### config.mk
export PLATFORM = sky130hd
export DESIGN_NAME = adc_serial_seq
export DESIGN_NICKNAME = d
export VERILOG_FILES = /design/src/rtl/adc_seq_pkg.sv /design/src/rtl/adc_seq_rst_sync.sv /design/src/rtl/adc_seq_edges.sv /design/src/rtl/adc_seq_fsm.sv /design/src/rtl/adc_seq_bitsel.sv /design/src/rtl/adc_serial_seq.sv
export SDC_FILE = /design/constraint.sdc
export NUM_CORES = 1
export LEC_CHECK = 0
export BUFFER_PORTS_ARGS = -buffer_cell sky130_fd_sc_hd__buf_2
export CORE_MARGIN = 8
export CORE_UTILIZATION = 40
export DETAILED_ROUTE_END_ITERATION = 16
export GPL_ROUTABILITY_DRIVEN = 1
export PLACE_DENSITY = 0.61
export SKIP_LAST_GASP = 1
export SYNTH_ARGS = -nofsm -noshare
export SYNTH_HDL_FRONTEND = slang
export SYNTH_SLANG_ARGS = --single-unit
### constraint.sdc
create_clock -name clk -period 4.1 [get_ports clk]
set_input_delay 0.41 -clock clk [delete_from_list [all_inputs] [get_ports clk]]
set_output_delay 0.41 -clock clk [all_outputs]
set_load 0.03 [all_outputs]
### src/rtl/adc_seq_pkg.sv
package adc_seq_pkg;

  // Frame phases of the serial output sequencer.
  typedef enum logic [2:0] {
    ST_IDLE   = 3'd0,  // select high or no frame started
    ST_SAMPLE = 3'd1,  // sampling window, line released
    ST_NULL   = 3'd2,  // single low lead-in bit
    ST_MSB    = 3'd3,  // word, most significant bit first
    ST_LSB    = 3'd4,  // replay, bit 1 upward
    ST_DONE   = 3'd5   // frame finished, inert until select cycles
  } seq_state_e;

endpackage

### src/rtl/adc_seq_rst_sync.sv
module adc_seq_rst_sync #(
  parameter int STAGES = 2
) (
  input  logic clk,
  input  logic rst_n,
  output logic rst_n_sync
);

  logic [STAGES-1:0] sync_q;
  logic [STAGES-1:0] sync_d;

  always_comb begin
    sync_d = {sync_q[STAGES-2:0], 1'b1};
  end

  always_ff @(posedge clk or negedge rst_n) begin
    if (!rst_n) begin
      sync_q <= '0;
    end else begin
      sync_q <= sync_d;
    end
  end

  assign rst_n_sync = sync_q[STAGES-1];

endmodule

### src/rtl/adc_seq_edges.sv
module adc_seq_edges (
  input  logic clk,
  input  logic rst_n,
  input  logic cs_n,
  input  logic dclk,
  output logic cs_fall,
  output logic dclk_fall
);

  logic cs_q;
  logic dclk_q;

  // Previous samples reset low so a select held low through reset
  // never looks like a falling edge.
  always_ff @(posedge clk or negedge rst_n) begin
    if (!rst_n) begin
      cs_q   <= 1'b0;
      dclk_q <= 1'b0;
    end else begin
      cs_q   <= cs_n;
      dclk_q <= dclk;
    end
  end

  assign cs_fall   = cs_q & ~cs_n;
  assign dclk_fall = dclk_q & ~dclk;

endmodule

### src/rtl/adc_seq_fsm.sv
module adc_seq_fsm
  import adc_seq_pkg::*;
#(
  parameter  int W  = 12,
  localparam int IW = $clog2(W)
) (
  input  logic          clk,
  input  logic          rst_n,
  input  logic          cs_n,
  input  logic          cs_fall,
  input  logic          dclk_fall,
  output seq_state_e    state,
  output logic [IW-1:0] idx,
  output logic          load
);

  localparam logic [IW-1:0] IDX_TOP = IW'(W - 1);
  localparam logic [IW-1:0] IDX_ONE = IW'(1);

  seq_state_e    state_d;
  logic [IW-1:0] idx_d;
  logic          half_q;
  logic          half_d;
  logic          upd_en;

  // Registers move only on a select event or a data-clock fall.
  assign upd_en = cs_n | cs_fall | dclk_fall;

  always_comb begin
    state_d = state;
    idx_d   = idx;
    half_d  = half_q;
    load    = 1'b0;
    if (cs_n) begin
      state_d = ST_IDLE;
      half_d  = 1'b0;
    end else begin
      case (state)
        ST_IDLE: begin
          if (cs_fall) begin
            state_d = ST_SAMPLE;
            half_d  = 1'b0;
            load    = 1'b1;
          end
        end
        ST_SAMPLE: begin
          if (dclk_fall) begin
            if (half_q) begin
              state_d = ST_NULL;
            end else begin
              half_d = 1'b1;
            end
          end
        end
        ST_NULL: begin
          if (dclk_fall) begin
            state_d = ST_MSB;
            idx_d   = IDX_TOP;
          end
        end
        ST_MSB: begin
          if (dclk_fall) begin
            if (idx == '0) begin
              state_d = ST_LSB;
              idx_d   = IDX_ONE;
            end else begin
              idx_d = idx - IDX_ONE;
            end
          end
        end
        ST_LSB: begin
          if (dclk_fall) begin
            if (idx == IDX_TOP) begin
              state_d = ST_DONE;
            end else begin
              idx_d = idx + IDX_ONE;
            end
          end
        end
        default: begin
          state_d = state;
        end
      endcase
    end
  end

  always_ff @(posedge clk or negedge rst_n) begin
    if (!rst_n) begin
      state  <= ST_IDLE;
      idx    <= '0;
      half_q <= 1'b0;
    end else if (upd_en) begin
      state  <= state_d;
      idx    <= idx_d;
      half_q <= half_d;
    end
  end

endmodule

### src/rtl/adc_seq_bitsel.sv
module adc_seq_bitsel
  import adc_seq_pkg::*;
#(
  parameter  int W  = 12,
  localparam int IW = $clog2(W)
) (
  input  logic          clk,
  input  logic          rst_n,
  input  logic          load,
  input  logic [W-1:0]  din,
  input  seq_state_e    state,
  input  logic [IW-1:0] idx,
  output logic          sdo,
  output logic          sdo_en,
  output logic          pwr_dn
);

  logic [W-1:0] word_q;
  logic [W-1:0] word_d;
  logic [W-1:0] pick;

  assign word_d = din;

  always_ff @(posedge clk or negedge rst_n) begin
    if (!rst_n) begin
      word_q <= '0;
    end else if (load) begin
      word_q <= word_d;
    end
  end

  // One-hot decode of the bit position, then an OR reduction.
  for (genvar b = 0; b < W; b++) begin : g_pick
    assign pick[b] = word_q[b] & (idx == IW'(b));
  end

  always_comb begin
    sdo_en = (state == ST_NULL) || (state == ST_MSB) || (state == ST_LSB);
    sdo    = (state == ST_NULL) ? 1'b0 : (|pick);
    pwr_dn = (state == ST_IDLE) || (state == ST_LSB) || (state == ST_DONE);
  end

endmodule

### src/rtl/adc_serial_seq.sv
module adc_serial_seq
  import adc_seq_pkg::*;
#(
  parameter  int W      = 12,
  parameter  int STAGES = 2,
  localparam int IW     = $clog2(W)
) (
  input  logic         clk,
  input  logic         rst_n,
  input  logic         cs_n,
  input  logic         dclk,
  input  logic [W-1:0] result,
  output logic         sdo,
  output logic         sdo_en,
  output logic         pwr_dn
);

  logic          rst_n_int;
  logic          cs_fall;
  logic          dclk_fall;
  logic          load;
  seq_state_e    state;
  logic [IW-1:0] idx;

  adc_seq_rst_sync #(.STAGES(STAGES)) u_rst (
    .clk        (clk),
    .rst_n      (rst_n),
    .rst_n_sync (rst_n_int)
  );

  adc_seq_edges u_edges (
    .clk       (clk),
    .rst_n     (rst_n_int),
    .cs_n      (cs_n),
    .dclk      (dclk),
    .cs_fall   (cs_fall),
    .dclk_fall (dclk_fall)
  );

  adc_seq_fsm #(.W(W)) u_fsm (
    .clk       (clk),
    .rst_n     (rst_n_int),
    .cs_n      (cs_n),
    .cs_fall   (cs_fall),
    .dclk_fall (dclk_fall),
    .state     (state),
    .idx       (idx),
    .load      (load)
  );

  adc_seq_bitsel #(.W(W)) u_bits (
    .clk    (clk),
    .rst_n  (rst_n_int),
    .load   (load),
    .din    (result),
    .state  (state),
    .idx    (idx),
    .sdo    (sdo),
    .sdo_en (sdo_en),
    .pwr_dn (pwr_dn)
  );

endmodule

After elaboration in Yosys (flattened, before gate mapping)
Cells that the tools add are included.
{"block": "totals", "register_bits": 24, "latch_bits": 0, "ramBits": 0, "romBits": 0, "inputBits": 16, "out_inout_bits": 3, "wordCells": 92, "memories": 0}
{"block": "op_classes", "addsub": 2, "n_mul": 0, "n_div": 0, "order_cmp": 0, "eq_ne": 28, "shifts": 0, "muxes": 24, "bitwise_logic": 18, "reduce_logical": 13}
{"operator": "two-way mux 3 bit", "count": 9}
{"operator": "two-way mux 4 bit", "count": 5}
{"operator": "equality test 4 x 3 -> 1 bit (second input constant)", "count": 4}
{"operator": "equality test 4 bit (second input constant)", "count": 4}
{"operator": "one-hot mux 3 bit (5 select lines)", "count": 1}
{"operator": "AND 1 bit", "count": 14}
{"operator": "!= test 3 x 2 -> 1 bit (second input constant)", "count": 4}
{"operator": "!= test 3 bit (second input constant)", "count": 4}
{"operator": "one-hot mux 4 bit (3 select lines)", "count": 1}
{"operator": "OR reduction 12 bit", "count": 1}
{"operator": "AND reduction 10 bit", "count": 1}
{"operator": "equality test 4 x 2 -> 1 bit (second input constant)", "count": 2}
{"operator": "!= test 2 bit (second input constant)", "count": 4}
{"operator": "two-way mux 1 bit", "count": 7}
{"operator": "AND reduction 7 bit", "count": 1}
{"operator": "equality test 3 x 2 -> 1 bit (second input constant)", "count": 2}
{"operator": "equality test 3 bit (second input constant)", "count": 2}
{"operator": "nonzero test 3 bit", "count": 2}
{"operator": "nonzero test 6 bit", "count": 1}
{"operator": "adder 4 x 1 -> 4 bit (second input constant)", "count": 1}
{"operator": "equality test 4 x 1 -> 1 bit (second input constant)", "count": 1}
{"operator": "logical NOT 4 bit", "count": 1}
{"operator": "logical OR 1 bit", "count": 4}
{"operator": "AND reduction 4 bit", "count": 1}
{"operator": "6 further kinds", "count": 8}

Longest topological paths before layout
Gate-level depths: netlist of the first run.
{"block": "depth", "depth_word": 5, "mapped_depth": 6, "ltp_nobuf": 6}

By module
From an unflattened synthesis of the first run, not the netlist that was laid out.
{"block": "hier_totals", "hier_cells": 128, "area_unflattened_um2": 1383.8}
{"mod": "adc_seq_fsm", "n_inst": 1, "cells_per_inst": 82, "area_each_um2": 670.6}
{"mod": "adc_seq_bitsel", "n_inst": 1, "cells_per_inst": 39, "area_each_um2": 581.8}
{"mod": "adc_seq_edges", "n_inst": 1, "cells_per_inst": 4, "area_each_um2": 77.6}
{"mod": "adc_seq_rst_sync", "n_inst": 1, "cells_per_inst": 3, "area_each_um2": 53.8}

Worst setup path after synthesis of the first run
No wires, ideal clock.
{"block": "synth_path", "path_type": "register -> register", "start": "register u_fsm.idx[1]", "end": "register u_fsm.state[0]", "setup_time_ns": 0.127, "t_arrival_ns": 1.806, "required_ns": 3.973, "path_slack_ns": 2.166, "path_stages_with_launch": 7, "n_path_buf": 0, "cell_sequence": "dfrtp_1 inv_1 ha_1 or3b_2 a21oi_1 o32a_1 mux2_1"}
{"block": "synth_between", "elab_chain_cells": 3, "elab_cells_between_ends": 5, "classes_between": "3 x eq/ne; 2 x reduce/logical"}
{"item": "start: declaration", "line": "adc_seq_fsm.sv:13", "text": "output logic [IW-1:0] idx,"}
{"item": "start signal: assignment", "line": "adc_seq_fsm.sv:94", "text": "idx <= idx_d;"}
{"item": "equality test 4 bit / logical NOT 4 bit (equally long branches)", "line": "adc_seq_fsm.sv:73, adc_seq_fsm.sv:63"}
{"item": "!= test 3 x 2 -> 1 bit (no source line)"}
{"item": "AND reduction 10 bit (no source line) (*)"}
{"item": "end signal: assignment", "line": "adc_seq_fsm.sv:93", "text": "state <= state_d;"}
{"item": "end: declaration", "line": "adc_seq_fsm.sv:12", "text": "output seq_state_e state,"}
Mark *: on every way between the ends. The rest lies on a longest branch, timed or not.
A chain may end at the register's enable or synchronous reset.

Worst setup path in the final report of the first run
{"block": "layout_path", "start": "register u_fsm.idx[1]", "end": "output sdo"}
{"block": "layout_between", "elab_chain_cells": 4, "elab_cells_between_ends": 26, "classes_between": "11 x eq/ne; 1 x mux; 12 x bitwise; 2 x reduce/logical"}
{"item": "equality test 4 x 1 -> 1 bit (tied with other cells)", "line": "adc_seq_bitsel.sv:34", "text": "assign pick[b] = word_q[b] & (idx == IW'(b));"}
{"item": "AND 1 bit", "line": "adc_seq_bitsel.sv:34"}
{"item": "OR reduction 12 bit (*)", "line": "adc_seq_bitsel.sv:39", "text": "sdo = (state == ST_NULL) ? 1'b0 : (|pick);"}
{"item": "two-way mux 1 bit (*)", "line": "adc_seq_bitsel.sv:39"}
{"item": "end: declaration", "line": "adc_serial_seq.sv:13", "text": "output logic sdo,"}
Marks and branches as above.

==> metrics, run 1 <==
outcome=completed; area of the multi-input gates=708.2 µm²; Die Y-Extent=74.21 µm; initial antenna violation count=0; hold slack=229.7 ps; Die X=approximately 74 µm; Post-Synth Adder-Cell Area=0.03693; final instance area=1514 µm²; crit start category=flip-flop; placed cell area=1468 µm²; GP Congestion=0.8332; Final ANT Viol Nets=0; Worst-path clk slew=~130 ps; setup_tns=0 ps; FMAX=0.4071 GHz; most common cell in the synthesized netlist=dfrtp_1; Core Rows=21; Post-DP HPWL=slightly below 2 mm; Layout area overhead=11.73%; final-layout fill cell count=~330; Final nets=164; Mapped Cells=126; maximum clock path buffer count=2; mean area per synthesized cell=roughly 11 µm²; Critical Path RT=3690 ps; IO buf count=18; largest family of logic cells by synthesized area=simple AND/OR/NAND/NOR gates; Routed wire per std cell=14.41 µm; Critical Path, Cell by Cell=ha_1 > a22o_1 > a211oi_1 > a311oi_1 > o22a_1 > buf_2; syn_nets=roughly 150; xor/xnor cell area share of the yosys netlist=0; CTS buffer count=3; Die ar.=5506 µm²; starting density of the core=0.4126; IO Pins=19; mux cell area share after synthesis=0.1477; Via density=~5.5; #FFs+latches synth=24; diode count=0; top cells by count, synth=dfrtp_1 (24), mux2_2 (13), a21oi_1 (9), nand2_1 (9), nor2_1 (7); Top Family by Delay on Critical Path=compound AO/OA/AOI/OAI gates; Post-synth ARST share=1.000; vias in the first global route=1068; Slowest-stage cell, CP=dfrtp_1; Synth Flop Type=dfrtp_1; Setup WS pre-CTS=approximately 2000 ps; H-tree Lvls=1; layout cells sized above 1=0.2867; Worst-Margin Slew=~900 ps; count of final setup violators=0; Gates resized, CTS repair=0; first-pass GRT wire length=4.823 mm; Slew Viols, Final=0; Synth area leader=dfrtp_1; Crit Path Category=reg -> out; final core utilization=0.4610; Crit Path Max Fanout=8; CP bufs+invs=1; CTS sink count=24; Post-Synth Simple-Gate Area=0.1690; Overflow after GRT=0; Rel. slew slack=0.3975; CTS tree=yes; WL final=2.723 mm; worst hold path type=in -> reg; Max-cap violations=0; Synth Area in Compound Gates=0.1662; PD cells=340.6 nW/µm²; DRC=0; total track usage=0.1097; Tot Pwr=0.5156 mW; Core Region=3284 µm²; P_leak=0.6325 nW; fin crit period=~2500 ps; period utilization=0.5992; Synth Warn #=0; final non-filler cell total=189; CP Capture Type=output port; Final WS setup=1643 ps; synth top area cells=dfrtp_1 (44%), mux2_2 (11%), ha_1 (3.7%); pin count of the biggest net entering global routing=23; RSZ-0062 raised after global routing=false; skew final=3.884 ps; router iterations before antenna repair=4; clock root buffer=clkbuf_4; cell total after placement=184; later-pin clock latency in the skew report=300 ps; CP arrival=2050 ps; register area=~600 µm²; Yosys cell types=between 40 and 50; Seq/Total Area, Yosys=0.4432; via count=1031; Peak VDD IR=0.2400 mV; Hold Vio Cnt, Final=0; Netlist Area Pre-Place=1355 µm²; crit-path max cell delay=470 ps; DR iter-0 viols=39; Yosys top cell area share=0.4432; Post-synth EDFFs=0
[power breakdown]
part           switching, mW  total [mW]  internal [mW]  leakage (nW)
clock network         0.0687       0.123         0.0541        0.0210
registers             0.0274       0.297          0.270         0.288
logic                 0.0397      0.0955         0.0558         0.324
[cell usage in the layout (no fill, tap or decap), drive strengths merged, types with 2 or more instances in the layout]
cell type and n:
a21oi 9, a222oi 2, buf 18, clkbuf 4, dfrtp 24, ha 4, inv 3, mux2 16
mux2i 2, nand2 9, nand2b 3, nand3 2, nand3b 2, nor2 8, nor2b 3, nor3 3
o21ai 3, o32a 2, or3b 2
[final timing paths]
path | from | endpoint | slack (ps) | cells after the start
max reg2reg | u_fsm.idx[1] | u_fsm.state[2] | 1930 | 6
max | u_fsm.idx[1] | sdo | 1640 | 6
min | dclk | u_edges.dclk_q | 230 | 1
max in group asynchronous | u_rst.sync_q[1] | u_fsm.idx[3] | 3160 | 0
min reg2reg | u_rst.sync_q[0] | u_rst.sync_q[1] | 370 | 0
min in group asynchronous | rst_n | u_rst.sync_q[0] | 380 | 2
[worst register-to-register path: stages, from the launching register on]
cell and delay [ps]:
dfrtp_1 470, inv_1 130, ha_1 290, or3b_2 490
a21oi_1 190, o32a_1 190, mux2_1 320
[area by class of cell]
type | count | share of cell area
repair buffers | 19 | 0.06612
inverters | 3 | 0.007438
flip-flops and latches | 24 | 0.3967
well taps | 46 | 0.03802
clock buffers | 4 | 0.02397
multi-input cells | 93 | 0.4678
[per-layer routing]
| metal | vias up | routed length, µm | GRT usage | share of wire |
|---|---|---|---|---|
| met5 | - | 0 | 0 | 0 |
| met4 | 0 | 21 | 0.02661 | 0.0077 |
| met3 | 2 | 114 | 0.02830 | 0.042 |
| met2 | 20 | 1274 | 0.1768 | 0.47 |
| met1 | 505 | 1314 | 0.1418 | 0.48 |
| li1 | 504 | - | - | - |
[cells by family after synthesis]
family	Yosys count
AOI/OAI and AO/OA	30
DFF	24
muxes	18
other	1
and+or+nand+nor	40
adders and majority gates	4
buffers and inverters	9
[repair_timing]
action	CTS	global route
setup endpoints to repair	0	0
hold buffers	1	0
hold endpoints to repair	2	0
buffers inserted	0	0
[sequential cells by signal, indices dropped and copies added (netlist names)]
name and flops:
u_edges.cs_q 1, u_fsm.idx 4, u_bits.word_q 12, u_rst.sync_q 2
u_fsm.state 3, u_fsm.half_q 1, u_edges.dclk_q 1
(Power assumes the default switching activity.)
==> run 2, diff against run 1 <==
- PLACE_DENSITY: 0.61 -> 0.63
- clock period: 4.1 -> 2 ns (I/O delays scaled with it)
==> run 2 against run 1 <==
  * Critical path depth did not move
  * Clock power rose by 69%
  * Sequential power rose by 100%
  * First-iteration DRC count rose by 13%
  * Clock-buffer cell count fell by 1
  * Core utilization rose by 4.8 points
  * Highest routed layer unchanged
  * The run now ends with negative setup slack left
  * Sequential cell count did not move
  * Combinational power rose to 2.6 times the previous value
  * Final area rose by 10%
  * Non-clock buffer count rose by 14
  * Die area did not move
  * Cell count rose by 6.9%
==> metrics, run 2 (same netlist as run 1, synthesis figures left out) <==
RR Startpoint=u_fsm.idx[0]; Core Rows=21; Overflow after GRT=0; failing checks=negative setup slack; final instance area=1670 µm²; Final nets=approximately 180; HP Start=dclk; crit start category=flip-flop; leading cell type in the layout, fill and taps excluded=dfrtp_1; FMAX=0.4770 GHz; CTS sink count=24; initial antenna violation count=0; Die ar.=~5500 µm²; largest registers=u_bits.word_q: 12 flops, u_fsm.idx: 4 flops, u_fsm.state: 3 flops; worst hold path type=in -> reg; pin count of the biggest net entering global routing=23; WL final=2.983 mm; Hold Vio Cnt, Final=0; Final WS setup=-96.32 ps; Tot Pwr=1.054 mW; commonest cells after routing, fill and taps aside=dfrtp_1 (23), buf_2 (17), mux2_2 (13), buf_4 (13), nand2_1 (9); Crit Path Max Fanout=5; IO buf count=18; Via density=5.416; hold slack=between 20 and 25 ps; Core Region=3284 µm²; skew final=1.078 ps; Post-DP HPWL=2.138 mm; cell total after placement=194; worst-case reg-to-reg path depth=8; fin crit period=2096 ps; max reg flops=12; Routed wire per std cell=14.77 µm; PD cells=631.1 nW/µm²; later-pin clock latency in the skew report=300 ps; outcome=finished, violations left; Die Y-Extent=around 74 µm; P_leak=0.6999 nW; diode count=0; placed cell area=1543 µm²; worst reg2reg path endpoint=u_fsm.idx[3]; Final ANT Viol Nets=0; maximum clock path buffer count=2; Setup WS pre-CTS=55.59 ps; first-pass GRT wire length=5.271 mm; final core utilization=0.5086; Slew Viols, Final=0; IO Pins=19; router iterations before antenna repair=5; CP arrival=~1900 ps; clock root buffer=clkbuf_4; GP Congestion=0.8516; Die X=74.21 µm; Crit Path Category=reg -> out; DRC=0; setup_tns=-96.32 ps; total track usage=0.1218; WHS Endpoint=u_edges.dclk_q; RSZ-0062 raised after global routing=true; final non-filler cell total=202; vias in the first global route=1190; period utilization=1.048; most flop-heavy register=u_bits.word_q; Peak VDD IR=about 0.50 mV; Critical Path RT=1800 ps; Worst-path clk slew=around 120 ps; hold depth=1; Layout area overhead=23.27%; CP Capture Type=output port; via count=1094; starting density of the core=0.4126; CTS buffer count=3; R2R setup slack=80 ps; Max-cap violations=0; CTS tree=yes; count of final setup violators=1; H-tree Lvls=1; DR iter-0 viols=44; layout cells sized above 1=0.4038
-- run 2: changes by cell type in the layout (fill, tap and decap cells not counted), sizes merged --
cell	before	now
clkbuf	4	3
buf	18	32
-- run 2: worst max path at each step --
stage / start / end / slack (ps) / cells past startpoint
floorplan: u_fsm.idx[1] / u_fsm.state[0] / 70 / 6
global placement: u_fsm.idx[0] / u_fsm.state[2] / 100 / 6
detailed placement: u_fsm.idx[0] / u_fsm.state[0] / 60 / 6
CTS: u_fsm.idx[0] / sdo / -80 / 7
global route: u_fsm.idx[0] / sdo / -180 / 7
finish: u_fsm.idx[0] / sdo / -100 / 6
-- run 2: where the power goes --
group	leakage, nW	switching, mW	internal (mW)
sequential	0.286	0.0398	0.554
clock	0.0138	0.138	0.0703
combinational	0.400	0.113	0.139
total	0.700	0.291	0.763
-- run 2: routing by layer --
layer / track usage / share of wire / vias up
met5: 0 / 0 / -
met4: 0.04435 / 0.012 / 0
met3: 0.03100 / 0.051 / 4
met2: 0.2051 / 0.48 / 38
met1: 0.1454 / 0.46 / 522
li1: - / - / 530
-- run 2: final cells by class --
class / instances / area [µm²]
Fill cell: 310 / 1614
Tap cell: 46 / 57.56
Inverter: 3 / 13.76
Clock buffer: 3 / 22.52
Sequential cell: 24 / 601.8
Timing Repair Buffer: 33 / 215.2
Multi-Input combinational cell: 93 / 759.5
-- run 2: repair_timing --
action,CTS,global route
hold buffers,1,0
setup buffers,4,0
pin swaps,5,5
setup endpoints to repair,1,3
gates resized for setup,12,5
hold endpoints to repair,2,0
-- run 2: worst max-delay path, stage by stage (launching register included) --
cell and delay [ps]:
dfrtp_2 480, ha_2 230, a222oi_1 350, nand2b_1 150
a21oi_1 70, o22a_1 170, buf_6 140
==> run 3, diff against run 2 <==
- CORE_UTILIZATION: 40 -> 30
- PLACE_DENSITY: 0.63 -> 0.51
==> run 3 against run 2 <==
  * Worst hold slack improved by 44 ps
  * Die area increased by 26%
  * Sequential cell count unchanged
  * Global-route usage decreased by 2.8 points
  * Critical path type unchanged
  * Critical endpoint unchanged
  * The run still ends with negative setup slack left
  * Core utilization decreased by 12 points
  * Non-clock buffer count decreased by 1
  * Largest cell class unchanged
  * Setup slack improved by 39 ps
  * Register-to-register slack improved by 80 ps
  * Clock skew increased by 7.0 ps
  * Sequential power about the same
  * Via count increased by 0.73%
==> metrics, run 3 (same netlist as run 1, synthesis figures left out) <==
count of final setup violators=1; Crit Path Category=reg -> out; first-pass GRT wire length=5.561 mm; DR iter-0 viols=57; clock root buffer=clkbuf_8; crit start category=flip-flop; R2R setup slack=160 ps; GP Congestion=0.7625; final instance area=1705 µm²; period utilization=1.029; RSZ-0062 raised after global routing=true; final-layout fill cell count=around 410; Slew Viols, Final=0; Core Region=4354 µm²; CP arrival=1860 ps; Final WS setup=-57.39 ps; outcome=finished, violations left; cell total after placement=199; Die X=83.21 µm; initial antenna violation count=0; Final ANT Viol Nets=0; P_leak=0.7050 nW; skew final=8.084 ps; CTS buffer count=3; layout cells sized above 1=0.4167; fin crit period=2057 ps; Routed wire per std cell=between 15 and 20 µm; worst hold path type=in -> reg; vias in the first global route=1190; placed cell area=1543 µm²; diode count=0; Peak VDD IR=around 0.34 mV; via count=1102; IO buf count=18; Die Y-Extent=83.21 µm; Crit Path Max Fanout=6; Via density=5.298; Overflow after GRT=0; IO Pins=19; starting density of the core=0.3112; commonest cells after routing, fill and taps aside=dfrtp_1 (23), buf_2 (17), mux2_2 (13); Post-DP HPWL=2.297 mm; total track usage=0.09368; Final nets=177; CTS tree=yes; CTS sink count=24; Layout area overhead=25.85%; PD cells=~700 nW/µm²; CP Capture Type=output port; most flop-heavy register=u_bits.word_q; failing checks=negative setup slack; leading cell type in the layout, fill and taps excluded=dfrtp_1; Worst-path clk slew=90 ps; largest registers=u_bits.word_q: 12 flops, u_fsm.idx: 4 flops, u_fsm.state: 3 flops; later-pin clock latency in the skew report=270 ps; router iterations before antenna repair=4; Max-cap violations=0; max reg flops=12; WL final=3.256 mm; Core Rows=24; Die ar.=6923 µm²; FMAX=about 0.5 GHz; maximum clock path buffer count=2; H-tree Lvls=1; Critical Path RT=1800 ps; pin count of the biggest net entering global routing=23; DRC=0; Hold Vio Cnt, Final=0; final non-filler cell total=208
[run 3: timing repair]
item,4_1_cts,5_1_grt
endpoints found under the setup margin,2,4
pin swaps,7,6
endpoints found under the hold margin,2,0
hold buffers,1,0
buffers inserted,4,0
gates resized for setup,13,6
[run 3: worst max-delay path: stages (launching register included)]
cell and delay [ps]:
dfrtp_2 450, inv_4 60, ha_4 160, buf_6 110, a222oi_1 310, a311oi_1 130, o22a_1 220, buf_6 150
[run 3: worst paths after layout]
kind / startpoint / end / cells past startpoint
max reg2reg: u_fsm.state[0] / u_fsm.idx[0] / 4
min reg2reg: u_rst.sync_q[1] / u_fsm.half_q / 1
min in group asynchronous: u_rst.sync_q[1] / u_fsm.half_q / 1
max: u_fsm.idx[0] / sdo / 7
min: dclk / u_edges.dclk_q / 1
max in group asynchronous: u_rst.sync_q[1] / u_fsm.idx[0] / 1
[run 3: layout make-up]
| cell class | count | area [µm²] | area share |
|---|---|---|---|
| inverters | 3 | 13.76 | 0.008070 |
| repair buffers | 32 | 211.5 | 0.1240 |
| flip-flops and latches | 24 | 601.8 | 0.3529 |
| clock buffers | 4 | 55.05 | 0.03228 |
| well taps | 52 | 65.06 | 0.03815 |
| multi-input cells | 93 | 758.2 | 0.4446 |
[run 3: routing by layer]
| layer | wire [µm] | part of all wire | GRT usage | vias to the layer above |
|---|---|---|---|---|
| met1 | 1503 | 0.46 | 0.1127 | 541 |
| met2 | 1590 | 0.49 | 0.1570 | 26 |
| met5 | 0 | 0 | 0 | - |
| met4 | 52 | 0.016 | 0.03834 | 0 |
| met3 | 111 | 0.034 | 0.01953 | 8 |
| li1 | - | - | - | 527 |
[run 3: power by group]
group | internal [mW] | switching [mW] | total (mW)
logic | 0.137 | 0.113 | 0.250
clock network | 0.176 | 0.158 | 0.334
registers | 0.554 | 0.0400 | 0.594
total | 0.867 | 0.311 | 1.18
[run 3: stage by stage]
step	total power [mW]	utilization	hold WS, ps	TNS, ps	setup WS, ps
3_5_place_dp	0.8329	0.3543	-13.30	-9.753	-9.753
6_report	1.178	0.3917	67.34	-57.39	-57.39
3_3_place_gp	0.8226	0.3543	-14.40	0	96.96
5_1_grt	1.244	0.3917	67.39	-133.2	-133.2
4_1_cts	1.185	0.3865	62.41	-61.62	-61.62
2_1_floorplan	0.7618	-	-95.59	0	66.22
